## src/rtl/twg_pkg.sv

```systemverilog
package twg_pkg;

    localparam int ANG_W      = 16;
    localparam int LOG2N_MIN  = 7;
    localparam int LOG2N_MAX  = 13;
    localparam int RADIX_LOG2 = 3;
    localparam int LANES      = 4;
    localparam int LOG2N_W    = $clog2(LOG2N_MAX + 1);
    localparam int IDX_W      = LOG2N_MAX - RADIX_LOG2;
    localparam int ACC_W      = ANG_W + IDX_W;

    typedef logic [ANG_W-1:0]   angle_t;
    typedef logic [LOG2N_W-1:0] log2n_t;
    typedef logic [ACC_W-1:0]   acc_t;
    typedef logic [IDX_W-1:0]   idx_t;

    typedef enum logic [1:0] {
        CMD_HOLD  = 2'd0,
        CMD_CLEAR = 2'd1,
        CMD_STEP  = 2'd2
    } cmd_e;

    typedef struct packed {
        angle_t a7;
        angle_t a5;
        angle_t a3;
        angle_t a1;
    } angle_set_t;

    function automatic logic size_legal(log2n_t v);
        return (v >= log2n_t'(LOG2N_MIN)) && (v <= log2n_t'(LOG2N_MAX));
    endfunction

    // Highest butterfly index for the size: N/8 - 1
    function automatic idx_t last_index(log2n_t v);
        idx_t one;
        one = idx_t'(1);
        return (one << (v - log2n_t'(RADIX_LOG2))) - one;
    endfunction

    // Lane g produces the multiple 2g+1 of the base angle
    function automatic int unsigned lane_shift(int g);
        return (g == 3) ? 3 : unsigned'(g);
    endfunction

    function automatic logic lane_subtract(int g);
        return g == 3;
    endfunction

    function automatic angle_t odd_multiple(angle_t base, int unsigned sh, logic sub);
        angle_t scaled;
        scaled = base << sh;
        return sub ? (scaled - base) : (scaled + base);
    endfunction

endpackage

```

## src/rtl/twg_cmd_decode.sv

```systemverilog
module twg_cmd_decode
    import twg_pkg::*;
(
    input  logic start_i,
    input  logic advance_i,
    output cmd_e cmd_o
);
    always_comb begin
        if (start_i)
            cmd_o = CMD_CLEAR;
        else if (advance_i)
            cmd_o = CMD_STEP;
        else
            cmd_o = CMD_HOLD;
    end
endmodule

```

## src/rtl/twg_size_reg.sv

```systemverilog
module twg_size_reg
    import twg_pkg::*;
(
    input  logic   clk,
    input  logic   rst,
    input  cmd_e   cmd_i,
    input  log2n_t log2n_i,
    output log2n_t size_o
);
    log2n_t size_q;

    always_ff @(posedge clk) begin
        if (rst)
            size_q <= log2n_t'(LOG2N_MIN);
        else if (cmd_i == CMD_CLEAR && size_legal(log2n_i))
            size_q <= log2n_i;
    end

    assign size_o = size_q;
endmodule

```

## src/rtl/twg_phase_acc.sv

```systemverilog
module twg_phase_acc
    import twg_pkg::*;
(
    input  logic   clk,
    input  logic   rst,
    input  cmd_e   cmd_i,
    input  log2n_t size_i,
    output acc_t   acc_o,
    output logic   upd_o
);
    localparam acc_t TURN = acc_t'(1) << ANG_W;

    acc_t acc_q;
    logic upd_q;
    idx_t idx;
    logic at_last;

    assign idx     = acc_q[ACC_W-1 -: IDX_W];
    assign at_last = (idx == last_index(size_i));

    always_ff @(posedge clk) begin
        if (rst) begin
            acc_q <= '0;
            upd_q <= 1'b0;
        end else begin
            upd_q <= (cmd_i != CMD_HOLD);
            case (cmd_i)
                CMD_CLEAR: acc_q <= '0;
                CMD_STEP:  acc_q <= at_last ? acc_t'(0) : acc_q + TURN;
                default:   acc_q <= acc_q;
            endcase
        end
    end

    assign acc_o = acc_q;
    assign upd_o = upd_q;
endmodule

```

## src/rtl/twg_angle_scale.sv

```systemverilog
module twg_angle_scale
    import twg_pkg::*;
(
    input  acc_t   acc_i,
    input  log2n_t size_i,
    output angle_t base_o
);
    acc_t shifted;

    assign shifted = acc_i >> size_i;
    assign base_o  = shifted[ANG_W-1:0];
endmodule

```

## src/rtl/twg_odd_mult.sv

```systemverilog
module twg_odd_mult
    import twg_pkg::*;
#(
    parameter int NLANE = LANES
) (
    input  angle_t base_i,
    output angle_t lane_o [NLANE]
);
    for (genvar g = 0; g < NLANE; g++) begin : g_lane
        if (g == 0) begin : g_pass
            assign lane_o[g] = base_i;
        end else begin : g_sa
            assign lane_o[g] = odd_multiple(base_i, lane_shift(g), lane_subtract(g));
        end
    end
endmodule

```

## src/rtl/twg_angle_gen.sv

```systemverilog
module twg_angle_gen
    import twg_pkg::*;
(
    input  logic        clk,
    input  logic        rst,
    input  logic        start_i,
    input  logic        advance_i,
    input  logic [3:0]  log2n_i,
    output logic [15:0] ang1_o,
    output logic [15:0] ang3_o,
    output logic [15:0] ang5_o,
    output logic [15:0] ang7_o,
    output logic        ang_valid_o
);
    cmd_e       cmd;
    log2n_t     size;
    acc_t       acc;
    logic       upd;
    angle_t     base;
    angle_t     lanes [LANES];
    angle_set_t set_d;
    angle_set_t set_q;
    logic       valid_q;

    twg_cmd_decode u_dec (
        .start_i   (start_i),
        .advance_i (advance_i),
        .cmd_o     (cmd)
    );

    twg_size_reg u_size (
        .clk     (clk),
        .rst     (rst),
        .cmd_i   (cmd),
        .log2n_i (log2n_t'(log2n_i)),
        .size_o  (size)
    );

    twg_phase_acc u_acc (
        .clk    (clk),
        .rst    (rst),
        .cmd_i  (cmd),
        .size_i (size),
        .acc_o  (acc),
        .upd_o  (upd)
    );

    twg_angle_scale u_scale (
        .acc_i  (acc),
        .size_i (size),
        .base_o (base)
    );

    twg_odd_mult #(.NLANE(LANES)) u_mult (
        .base_i (base),
        .lane_o (lanes)
    );

    always_comb begin
        set_d.a1 = lanes[0];
        set_d.a3 = lanes[1];
        set_d.a5 = lanes[2];
        set_d.a7 = lanes[3];
    end

    always_ff @(posedge clk) begin
        if (rst) begin
            set_q   <= '0;
            valid_q <= 1'b0;
        end else begin
            valid_q <= upd;
            if (upd)
                set_q <= set_d;
        end
    end

    assign ang1_o      = set_q.a1;
    assign ang3_o      = set_q.a3;
    assign ang5_o      = set_q.a5;
    assign ang7_o      = set_q.a7;
    assign ang_valid_o = valid_q;
endmodule

```

## config.mk

```make
export PLATFORM = sky130hd
export DESIGN_NAME = twg_angle_gen
export DESIGN_NICKNAME = d
export VERILOG_FILES = /design/src/rtl/twg_pkg.sv /design/src/rtl/twg_cmd_decode.sv /design/src/rtl/twg_size_reg.sv /design/src/rtl/twg_phase_acc.sv /design/src/rtl/twg_angle_scale.sv /design/src/rtl/twg_odd_mult.sv /design/src/rtl/twg_angle_gen.sv
export SDC_FILE = /design/constraint.sdc
export NUM_CORES = 1
export LEC_CHECK = 0
export BUFFER_PORTS_ARGS = -buffer_cell sky130_fd_sc_hd__buf_2
export CORE_MARGIN = 2
export CORE_UTILIZATION = 40
export DETAILED_ROUTE_END_ITERATION = 10
export PLACE_DENSITY_LB_ADDON = 0.25
export SLEW_MARGIN = 10
export SYNTH_ARGS = -nofsm -noshare
export SYNTH_HDL_FRONTEND = slang
export SYNTH_HIERARCHICAL = 1
export SYNTH_SLANG_ARGS = --single-unit
```

## constraint.sdc

```tcl
create_clock -name clk -period 11.55 [get_ports clk]
set_clock_uncertainty 0.05 [all_clocks]
set_input_delay 1.155 -clock clk [delete_from_list [all_inputs] [get_ports clk]]
set_output_delay 1.155 -clock clk [all_outputs]
set_load 0.01 [all_outputs]
```

==> results of run 1 <==
## cell type report
class | instances | area (um^2)
fillers | 1692 | 9700
multi-input cells | 605 | 4800
flip-flops and latches | 80 | 1610
repair buffers | 79 | 413
well taps | 225 | 282
clock buffers | 9 | 225
inverters | 40 | 150
clock inverters | 7 | 55.1
## power by group through the flow
stage	Clock (mW)	Sequential (mW)	Combinational, mW
final	0.276	0.340	0.582
after global routing	0.295	0.344	0.646
after detailed placement	0	0.347	0.575
after global placement	0	0.346	0.570
after CTS	0.284	0.341	0.577
after floorplan	0	0.354	0.452
## sequential cells by signal, indices dropped and copies added, names as in the netlist
register / cells
ang1_o: 16
ang3_o: 16
ang5_o: 16
ang7_o: 16
u_acc/acc_o: 10
u_size/size_o: 4
ang_valid_o: 1
u_acc/upd_o: 1
## metal layers
layer | vias up | track usage, % | routed length (um)
met1 | 2657 | 23.9 | 7740
met5 | - | 0 | 0
li1 | 2883 | - | -
met4 | 0 | 5.61 | 254
met2 | 164 | 30.1 | 7970
met3 | 20 | 3.30 | 813
## through the flow
| stage | area [um^2] | power, mW | hold slack [ns] | cells | util, % |
|---|---|---|---|---|---|
| after floorplan | 7100 | 0.806 | 0.481 | 796 | - |
| after global placement | 7250 | 0.916 | 0.417 | 1029 | 42.1 |
| after detailed placement | 7250 | 0.922 | 0.427 | 1029 | 42.1 |
| after CTS | 7530 | 1.20 | 0.443 | 1045 | 43.7 |
| after global routing | 7530 | 1.28 | 0.472 | 1045 | 43.7 |
| final | 7530 | 1.20 | 0.436 | 1045 | 43.7 |
## cell families (layout without fill, tap and decap cells)
family / Yosys count / after routing / synth area share, %
AOI/OAI and AO/OA: 161 / 161 / 16.4
xor gates and xnor gates: 45 / 45 / 5.59
adders and majority gates: 47 / 47 / 8.56
buffers and inverters: 111 / 135 / 9.91
DFF: 80 / 80 / 22.7
muxes: 104 / 104 / 20.1
other: 1 / 16 / 0.0532
and+or+nand+nor: 232 / 232 / 16.6
## tightest hold or removal path, cell delays in order (launching register included)
cell	delay, ns
dfxtp_1	0.32
mux2i_1	0.06
nor2_1	0.07
## how the worst max path moves through the flow
stage,cells after the start,endpoint
2_1_floorplan,14,ang3_o[13]$_SDFFE_PP0P_
3_3_place_gp,12,ang3_o[13]$_SDFFE_PP0P_
3_5_place_dp,10,ang3_o[13]$_SDFFE_PP0P_
4_1_cts,10,ang3_o[13]$_SDFFE_PP0P_
5_1_grt,10,ang3_o[13]$_SDFFE_PP0P_
6_report,10,ang3_o[13]$_SDFFE_PP0P_
## cell usage in the layout (no fill, tap or decap), types with 5 or more instances in the layout
| cell | count |
|---|---|
| a211oi_1 | 16 |
| a21o_1 | 12 |
| a21oi_1 | 38 |
| a22oi_1 | 9 |
| and3_1 | 9 |
| buf_2 | 72 |
| buf_4 | 7 |
| clkbuf_16 | 9 |
| conb_1 | 16 |
| dfxtp_1 | 78 |
| ha_1 | 45 |
| inv_1 | 40 |
| mux2i_1 | 75 |
| mux4_1 | 6 |
| mux4_2 | 22 |
| nand2_1 | 31 |
| nand2b_1 | 11 |
| nand3_1 | 15 |
| nand4_1 | 5 |
| nor2_1 | 92 |
| nor2b_1 | 16 |
| nor3_1 | 18 |
| nor4_1 | 5 |
| o211ai_1 | 5 |
| o21ai_0 | 14 |
| o21ai_1 | 10 |
| o21bai_1 | 5 |
| o22ai_1 | 8 |
| xnor2_1 | 23 |
| xor2_1 | 22 |
==> results.cfg, run 1 <==
[placed_design]
place.port_buffers = 72
routabilityCongestion = 0.867
post_place_setup_slack_ns = 7.21
final_hpwl_dp_mm = 11.9

[cells_and_area]
antenna_cells_inserted = 0
final_nets = 870
area_growth_pct = 6.93
fraction_of_layout_cells_with_a_size_suffix_above_1_pct = 17.0

[synthesis]
post-synth-top-area-cell = dfxtp_1
synth_area_leaders = dfxtp_1 (23%), mux2i_1 (11%), ha_1 (8.0%)
post_synth_num_cell_types = 80
synthesis.instances = 781
synth_top_cells_by_count = nor2_1 (92), dfxtp_1 (80), mux2i_1 (75), ha_1 (45), buf_4 (41)
netlist.area_leader.share_pct = 22.7
yosys.cell_count.top_type = nor2_1
synth.cell_area_um2 = 7050
share_of_synthesized_flip_flops_with_an_asynchronous_set_or_reset_pct = 0
postSynthRegisterBits = 80
seq_area_frac_synth_pct = 22.7
synth_edf_count = 0
dominantRegCellSynth = dfxtp_1
synthesis.area_per_instance_um2 = 9.02
yosysWarnings = 6

[global_routing]
grtUsageTotal_pct = 18.1
grt_max_degree = 84
global_route_wire_length_before_repair_mm = 26.7
initial_antenna_violation_count = 0
overflow = 0
first_global_vias = 5267

[clock_tree]
htree_num_levels = 3
post_cts.resized_instances = 0
post-cts-setup-buffer-count = 0
hold_buffers = 0
clkSinkCount = 80
insertion_delay_ns = 0.35
cts_buffers = 9
clock_tree.buffer_depth = 2
tritoncts = done
clkTransAtPathRegs_ns = 0.07
cts.root.buffer_cell = clkbuf_16

[worst_setup_path]
critPathLaunchType = register
worstSetupEndpointType = register
slowest_stage = o21ai_0
crit_path_max_fanout = 21
worst-setup-path-type = reg2reg
critical_path_arrival_ns = 4.52
reg2reg_depth = 10
critPathRequiredTime_ns = 11.71
critical_path.max_stage_delay_ns = 0.91
worst_r2r_endpoint = ang3_o[13]$_SDFFE_PP0P_
cp_cell_sequence = inv_1 > o21ai_0 > ha_1 > a21oi_1 > a2bb2oi_1 > a211oi_2 > and4b_1 > or4_1 > mux2i_1 > nor2_1
reg2reg_slack_ns = 7.19
crit-reg2reg-launch = u_size/size_o[3]$_SDFFE_PP0P_
worst_setup_path_startpoint = u_size/size_o[3]$_SDFFE_PP0P_
critPathBufInv = 1
path_delay_family = compound AO/OA/AOI/OAI gates

[power_and_ir_drop]
powerDensity_nw_per_um2 = 159
power.share.combinational_pct = 48.6
power.switching_fraction_pct = 40.6
net-switching-power_uw = 486
total_leakage_power_nw = 3.35
internal-power_uw = 712
share_seq_of_total_power_pct = 28.4
clkPwrFrac_pct = 23.1
vdd.ir_drop.worst_mv = 0.0838

[min_path]
hp-class = reg2reg
holdCritStartpoint = ang5_o[2]$_SDFFE_PP0P_
min_path_cells = 2
hold-path-endpoint = ang5_o[2]$_SDFFE_PP0P_

[floorplan]
chipWidth_um = 137
std_cell_rows = 48
ioPinCount = 73
dieArea_um2 = 18700
core_footprint_um2 = 17200
die_y_um = 137
starting_density_of_the_core_pct = 40.9

[timing]
rsz0062_at_grt = no
final.period_utilization_pct = 37.7
slew_headroom_pct = 22.0
setup_viol = 0
tightestPinTransition_ns = 1.17
post-route-worst-setup-slack_ns = 7.19
finalHoldViolCount = 0
final.setup.tns_ns = 0
period_needed_ns = 4.36
clock.fmax_ghz = 0.229
timing.final.max_slew_violations = 0

[routing]
vias_per_cell = 5.48
first_iter_violations = 368
drt-wirelength-per-cell_um = 16.1
firstDrtPassIters = 5
antenna_left = 0
drc = 0
total_number_of_vias = 5724
routed_wl_mm = 16.8

[flow_run]
maxCapViolCount = 0

[run_status]
status = complete, no violations
Note: power is estimated with default switching activity, not from simulation.
==> inputs of run 2 (changes only) <==
ABC_AREA = 1   (was default)
clock period = 4.5 ns   (was 11.55 ns; I/O delays follow)
==> run 2 against run 1 <==
Effect of this change: hold slack got worse by 0.11 ns; sequential power rose by 140%; clock-buffer cell count unchanged; register-to-register slack worse by 6.2 ns; clock power rose to 2.7 times the previous value; critical path type unchanged; largest power group unchanged.
==> results.cfg, run 2 <==
[run_status]
status = complete, no violations

[cells_and_area]
num-fill-cells = 2173
final_cell_count_without_fillers = 1665
multiInputGateArea_um2 = 4890
fraction_of_layout_cells_with_a_size_suffix_above_1_pct = 11.6
register_area_um2 = 1610
antenna_cells_inserted = 0
most_common_cell_after_layout_fill_and_taps_aside = nand2_1
area_growth_pct = 6.93
mostFrequentLayoutCells = nand2_1 (488), inv_1 (190), nor2_1 (187), nand3_1 (137), dfxtp_1 (79)
final_nets = 1450

[clock_tree]
clkSinkCount = 80
post_cts.resized_instances = 0
hold_buffers = 0
cts.root.buffer_cell = clkbuf_16
tritoncts = done
post-cts-setup-buffer-count = 0
clock_tree.buffer_depth = 2
insertion_delay_ns = 0.35
clkTransAtPathRegs_ns = 0.06
cts_buffers = 9
htree_num_levels = 3

[synthesis]
synth-simple-area-share_pct = 47.7
dominantRegCellSynth = dfxtp_1
synth_edf_count = 0
synth_fa_ha_area_share_pct = 7.75
synthMuxAreaShare_pct = 0
seq_area_frac_synth_pct = 20.6
synth_top_cells_by_count = nand2_1 (488), inv_1 (190), nor2_1 (187), nand3_1 (137), dfxtp_1 (80)
synthesis.area_per_instance_um2 = 5.70
post_synth_num_cell_types = 39
netlist.area_leader.share_pct = 23.5
postSynthRegisterBits = 80
yosysWarnings = 6
synth-xor-area-share_pct = 2.81
yosys.cell_count.top_type = nand2_1
share_of_synthesized_flip_flops_with_an_asynchronous_set_or_reset_pct = 0
synth.cell_area_um2 = 7780
synth_area_leaders = nand2_1 (24%), dfxtp_1 (21%), inv_1 (9.2%)
synth_top_family_by_area = simple AND/OR/NAND/NOR gates
post-synth-top-area-cell = nand2_1
synth-compound-area-share_pct = 3.78
synthesis.instances = 1366

[placed_design]
routabilityCongestion = 0.900
final_hpwl_dp_mm = 14.5
post_place_setup_slack_ns = 1.09
dp_cells = 1649
place.port_buffers = 72

[floorplan]
ioPinCount = 73
std_cell_rows = 51
die_y_um = 143
starting_density_of_the_core_pct = 40.4
dieArea_um2 = 20600
chipWidth_um = 143
core_footprint_um2 = 19300

[timing]
final.setup.tns_ns = 0
final.period_utilization_pct = 77.2
finalHoldViolCount = 0
rsz0062_at_grt = no
post-route-worst-setup-slack_ns = 1.03
period_needed_ns = 3.47
setup_viol = 0
timing.final.max_slew_violations = 0
timing.hold.ws_ns = 0.329
tightestPinTransition_ns = 1.03
clock.fmax_ghz = 0.288
slew_headroom_pct = 31.3

[worst_setup_path]
worstSetupEndpointType = register
critPathRequiredTime_ns = 4.74
critical_path_arrival_ns = 3.71
path_common_cell = nand2_1
slowest_stage = dfxtp_1
critical_path.max_stage_delay_ns = 0.80
critPathLaunchType = register
worst-setup-path-type = reg2reg
cp_cell_sequence = nand2_1 > nand3_2 > nand3_1 > nand2_1 > nand2_1 > nand2_1 > ha_1 > inv_1 > fa_1 > nor2_2 > nor2_4 > o21ai_2 > xor2_1 > inv_1 > nand2_1 > nand2_1 > nor2_1
critPathBufInv = 2
crit_path_max_fanout = 19
path_delay_family = simple AND/OR/NAND/NOR gates

[power_and_ir_drop]
total_leakage_power_nw = 4.72
clkPwrFrac_pct = 23.6
share_seq_of_total_power_pct = 25.9
net-switching-power_mw = 1.41
powerDensity_nw_per_um2 = 384
power.switching_fraction_pct = 44.3
power.share.combinational_pct = 50.5
internal-power_mw = 1.78
vdd.ir_drop.worst_mv = 0.239

[routing]
wl_met2_mm = 8.54
total_number_of_vias = 7731
vias_per_cell = 4.64
met1_length_mm = 9.48
firstDrtPassIters = 5
drc = 0
dr.max_layer_used = met4
antenna_left = 0
detailroute.wirelength.met3_um = 874
drt-wirelength-per-cell_um = 11.5
first_iter_violations = 492
routed_wl_mm = 19.1

[global_routing]
grtUsageTotal_pct = 18.8
overflow = 0
initial_antenna_violation_count = 0
grt_max_degree = 73
first_global_vias = 6828
global_route_wire_length_before_repair_mm = 31.6

[flow_run]
maxCapViolCount = 0

[min_path]
hp-class = in2reg
run 2: cell count changes after synthesis, moves of 13 or more:
cell,delta
nor2b_1,-16
inv_1,+150
nor3_1,-13
nor2_1,+95
nand3_1,+122
nand3_2,+13
inv_2,+13
nand2_2,+17
mux4_2,-22
xnor2_1,-14
mux2i_1,-75
a211oi_1,-16
nand2_1,+457
buf_4,+15
run 2: power groups by stage:
stage | registers (mW) | logic, mW | clock network, mW
finish | 0.826 | 1.61 | 0.755
global route | 0.836 | 1.86 | 0.804
CTS | 0.827 | 1.61 | 0.783
detailed placement | 0.843 | 1.60 | 0
global placement | 0.842 | 1.60 | 0
floorplan | 0.864 | 1.28 | 0
run 2: cell type report:
class / count / area share (%)
Sequential cell: 80 / 19.3
Timing Repair Buffer: 77 / 4.78
Clock buffer: 9 / 2.71
Inverter: 207 / 9.49
Tap cell: 265 / 3.98
Clock inverter: 7 / 0.962
Multi-Input combinational cell: 1020 / 58.8
run 2: metrics by stage:
| stage | total power [mW] | util (%) | instance area [um^2] |
|---|---|---|---|
| finish | 3.19 | 43.2 | 8320 |
| CTS | 3.22 | 43.2 | 8320 |
| detailed placement | 2.44 | 41.6 | 8020 |
| floorplan | 2.14 | - | 7840 |
| global route | 3.50 | 43.2 | 8320 |
| global placement | 2.44 | 41.6 | 8020 |
run 2: logic make-up after synthesis:
kind of cell / count (synthesis)
xor+xnor: 25
other cells: 1
fa+ha+maj: 47
compound gates: 52
buf+inv: 281
simple gates: 880
flops: 80
run 2: path summary, 6_finish.rpt:
kind / from / endpoint / slack [ns] / cells past startpoint
hold reg to reg: ang1_o[2]$_SDFFE_PP0P_ / ang1_o[2]$_SDFFE_PP0P_ / 0.42 / 2
setup reg to reg: u_size/size_o[0]$_SDFFE_PP1P_ / ang5_o[8]$_SDFFE_PP0P_ / 1.03 / 17
hold / removal: log2n_i[0] / u_size/size_o[0]$_SDFFE_PP1P_ / 0.33 / 3
setup / recovery: u_size/size_o[0]$_SDFFE_PP1P_ / ang5_o[8]$_SDFFE_PP0P_ / 1.03 / 17
run 2: layer usage:
metal	vias up	global-route usage (%)
met2	162	30.9
li1	4176	-
met3	21	3.40
met4	0	5.16
met5	-	0
met1	3372	25.2
run 2: worst min-delay path, delay by kind of cell:
family / cells / cell delay, ns
and+or+nand+nor: 2 / 0.16
buffers and inverters: 1 / 0.09
==> inputs of run 3 (changes only) <==
clock period = 3.4 ns   (was 4.5 ns; I/O delays follow)
==> run 3 against run 2 <==
Effect of this change: clock-buffer cell count unchanged; non-clock buffer count increased by 10; design area increased by 1.1%; total power increased by 34%; final cell count increased by 0.60%; sequential cell count unchanged; global-route usage increased by 0.12 points.
==> results.cfg, run 3 (synthesized netlist as in run 2, its figures left out) <==
[floorplan]
starting_density_of_the_core_pct = 40.4
std_cell_rows = 51
core_footprint_um2 = 19300
die_y_um = 143
chipWidth_um = 143
ioPinCount = 73
dieArea_um2 = 20600

[cells_and_area]
final_area_um2 = 8420
antenna_cells_inserted = 0
most_common_cell_after_layout_fill_and_taps_aside = nand2_1
mostFrequentLayoutCells = nand2_1 (488), inv_1 (190), nor2_1 (187), nand3_1 (137), dfxtp_1 (78)
area_growth_pct = 8.15
utilization_pct = 43.7
final_nets = 1460
final_cell_count_without_fillers = 1675
fraction_of_layout_cells_with_a_size_suffix_above_1_pct = 12.3

[routing]
drt-wirelength-per-cell_um = 11.5
antenna_left = 0
routed_wl_mm = 19.3
vias_per_cell = 4.67
drc = 0
total_number_of_vias = 7814
firstDrtPassIters = 6
first_iter_violations = 598

[clock_tree]
tritoncts = done
post-cts-setup-buffer-count = 0
hold_buffers = 0
cts.root.buffer_cell = clkbuf_16
clkSinkCount = 80
clock_tree.buffer_depth = 2
htree_num_levels = 3
clkTransAtPathRegs_ns = 0.07
insertion_delay_ns = 0.35
cts_buffers = 9

[flow_run]
maxCapViolCount = 0

[worst_setup_path]
worstSetupEndpointType = register
path_delay_family = simple AND/OR/NAND/NOR gates
critPathBufInv = 3
critical_path.max_stage_delay_ns = 0.47
critical_path_arrival_ns = 3.32
path_common_cell = nand2_1
worst-setup-path-type = reg2reg
crit-reg2reg-launch = u_size/size_o[1]$_SDFFE_PP1P_
crit_path_max_fanout = 17
slowest_stage = dfxtp_1
worst_setup_path_startpoint = u_size/size_o[1]$_SDFFE_PP1P_
critPathRequiredTime_ns = 3.64
critPathLaunchType = register
cp_cell_sequence = buf_4 > nand3_1 > nand3_1 > nand2_1 > nand2_1 > nand2_1 > buf_4 > ha_1 > nor2_1 > a21oi_1 > a21oi_1 > xnor2_1 > inv_1 > nand2_1 > nand2_1 > nor2_1

[power_and_ir_drop]
total_leakage_power_nw = 4.78
powerDensity_nw_per_um2 = 509
vdd.ir_drop.worst_mv = 0.258
totalPowerFinal_mw = 4.28

[timing]
tightestPinTransition_ns = 1.05
setup_viol = 0
final.setup.tns_ns = 0
slew_headroom_pct = 30.0
rsz0062_at_grt = no
clock.fmax_ghz = 0.325
period_needed_ns = 3.08
final.period_utilization_pct = 90.4
timing.final.max_slew_violations = 0
finalHoldViolCount = 0

[global_routing]
grt_max_degree = 75
first_global_vias = 6776
grtUsageTotal_pct = 18.9
initial_antenna_violation_count = 0
overflow = 0
global_route_wire_length_before_repair_mm = 31.7

[placed_design]
place.port_buffers = 72
dp_cells = 1659
routabilityCongestion = 0.931
final_hpwl_dp_mm = 14.6
placed_instance_area_um2 = 8100

[min_path]
hp-class = in2reg
holdCritStartpoint = log2n_i[3]

[run_status]
status = complete, no violations
run 3: changes by cell type in the layout (fill, tap and decap cells not counted), sizes merged:
| cell | before | now |
|---|---|---|
| clkinv | 5 | 3 |
| inv | 207 | 209 |
| buf | 77 | 87 |
run 3: worst paths after layout:
path	to	slack (ns)	depth (start not counted)
worst max-delay path	ang5_o[9]$_SDFFE_PP0P_	0.32	16
worst min-delay path	u_size/size_o[3]$_SDFFE_PP0P_	0.21	3
worst max register to register	ang5_o[9]$_SDFFE_PP0P_	0.32	16
worst min register to register	ang1_o[0]$_SDFFE_PP0P_	0.42	2
run 3: what timing repair did:
item | 4_1_cts | 5_1_grt
resized for setup | 0 | 1
hold endpoints to repair | 0 | 0
endpoints found under the setup margin | 0 | 11
run 3: final cells by class:
cell class / instances / area [um^2]
Clock buffer: 9 / 225
Sequential cell: 80 / 1610
Clock inverter: 7 / 86.3
Inverter: 207 / 790
Fill cell: 2180 / 10900
Tap cell: 265 / 332
Timing Repair Buffer: 87 / 485
Multi-Input combinational cell: 1020 / 4890
run 3: power breakdown:
part / internal (mW) / switching, mW / total, mW
combinational: 0.767 / 1.39 / 2.16
sequential: 1.03 / 0.0604 / 1.09
clock: 0.586 / 0.442 / 1.03
run 3: per-stage QoR:
step	setup slack [ns]	hold slack, ns
6_report	0.325	0.214
3_5_place_dp	0.290	0.410
2_1_floorplan	0.619	0.352
5_1_grt	0.0734	0.220
4_1_cts	0.265	0.204
3_3_place_gp	0.310	0.403
run 3: per-layer routing:
layer	wire length (um)	global-route usage, %	vias to the layer above
met5	0	0	-
met4	407	6.19	0
met3	999	3.40	27
met2	8190	29.5	188
met1	9660	26.2	3400
li1	-	-	4199
run 3: tightest hold or removal path: cells and delay by family:
family                 cells  cell delay (ns)
AO/OA/AOI/OAI              1             0.05
buffers and inverters      1             0.11
AND/OR/NAND/NOR            1             0.07
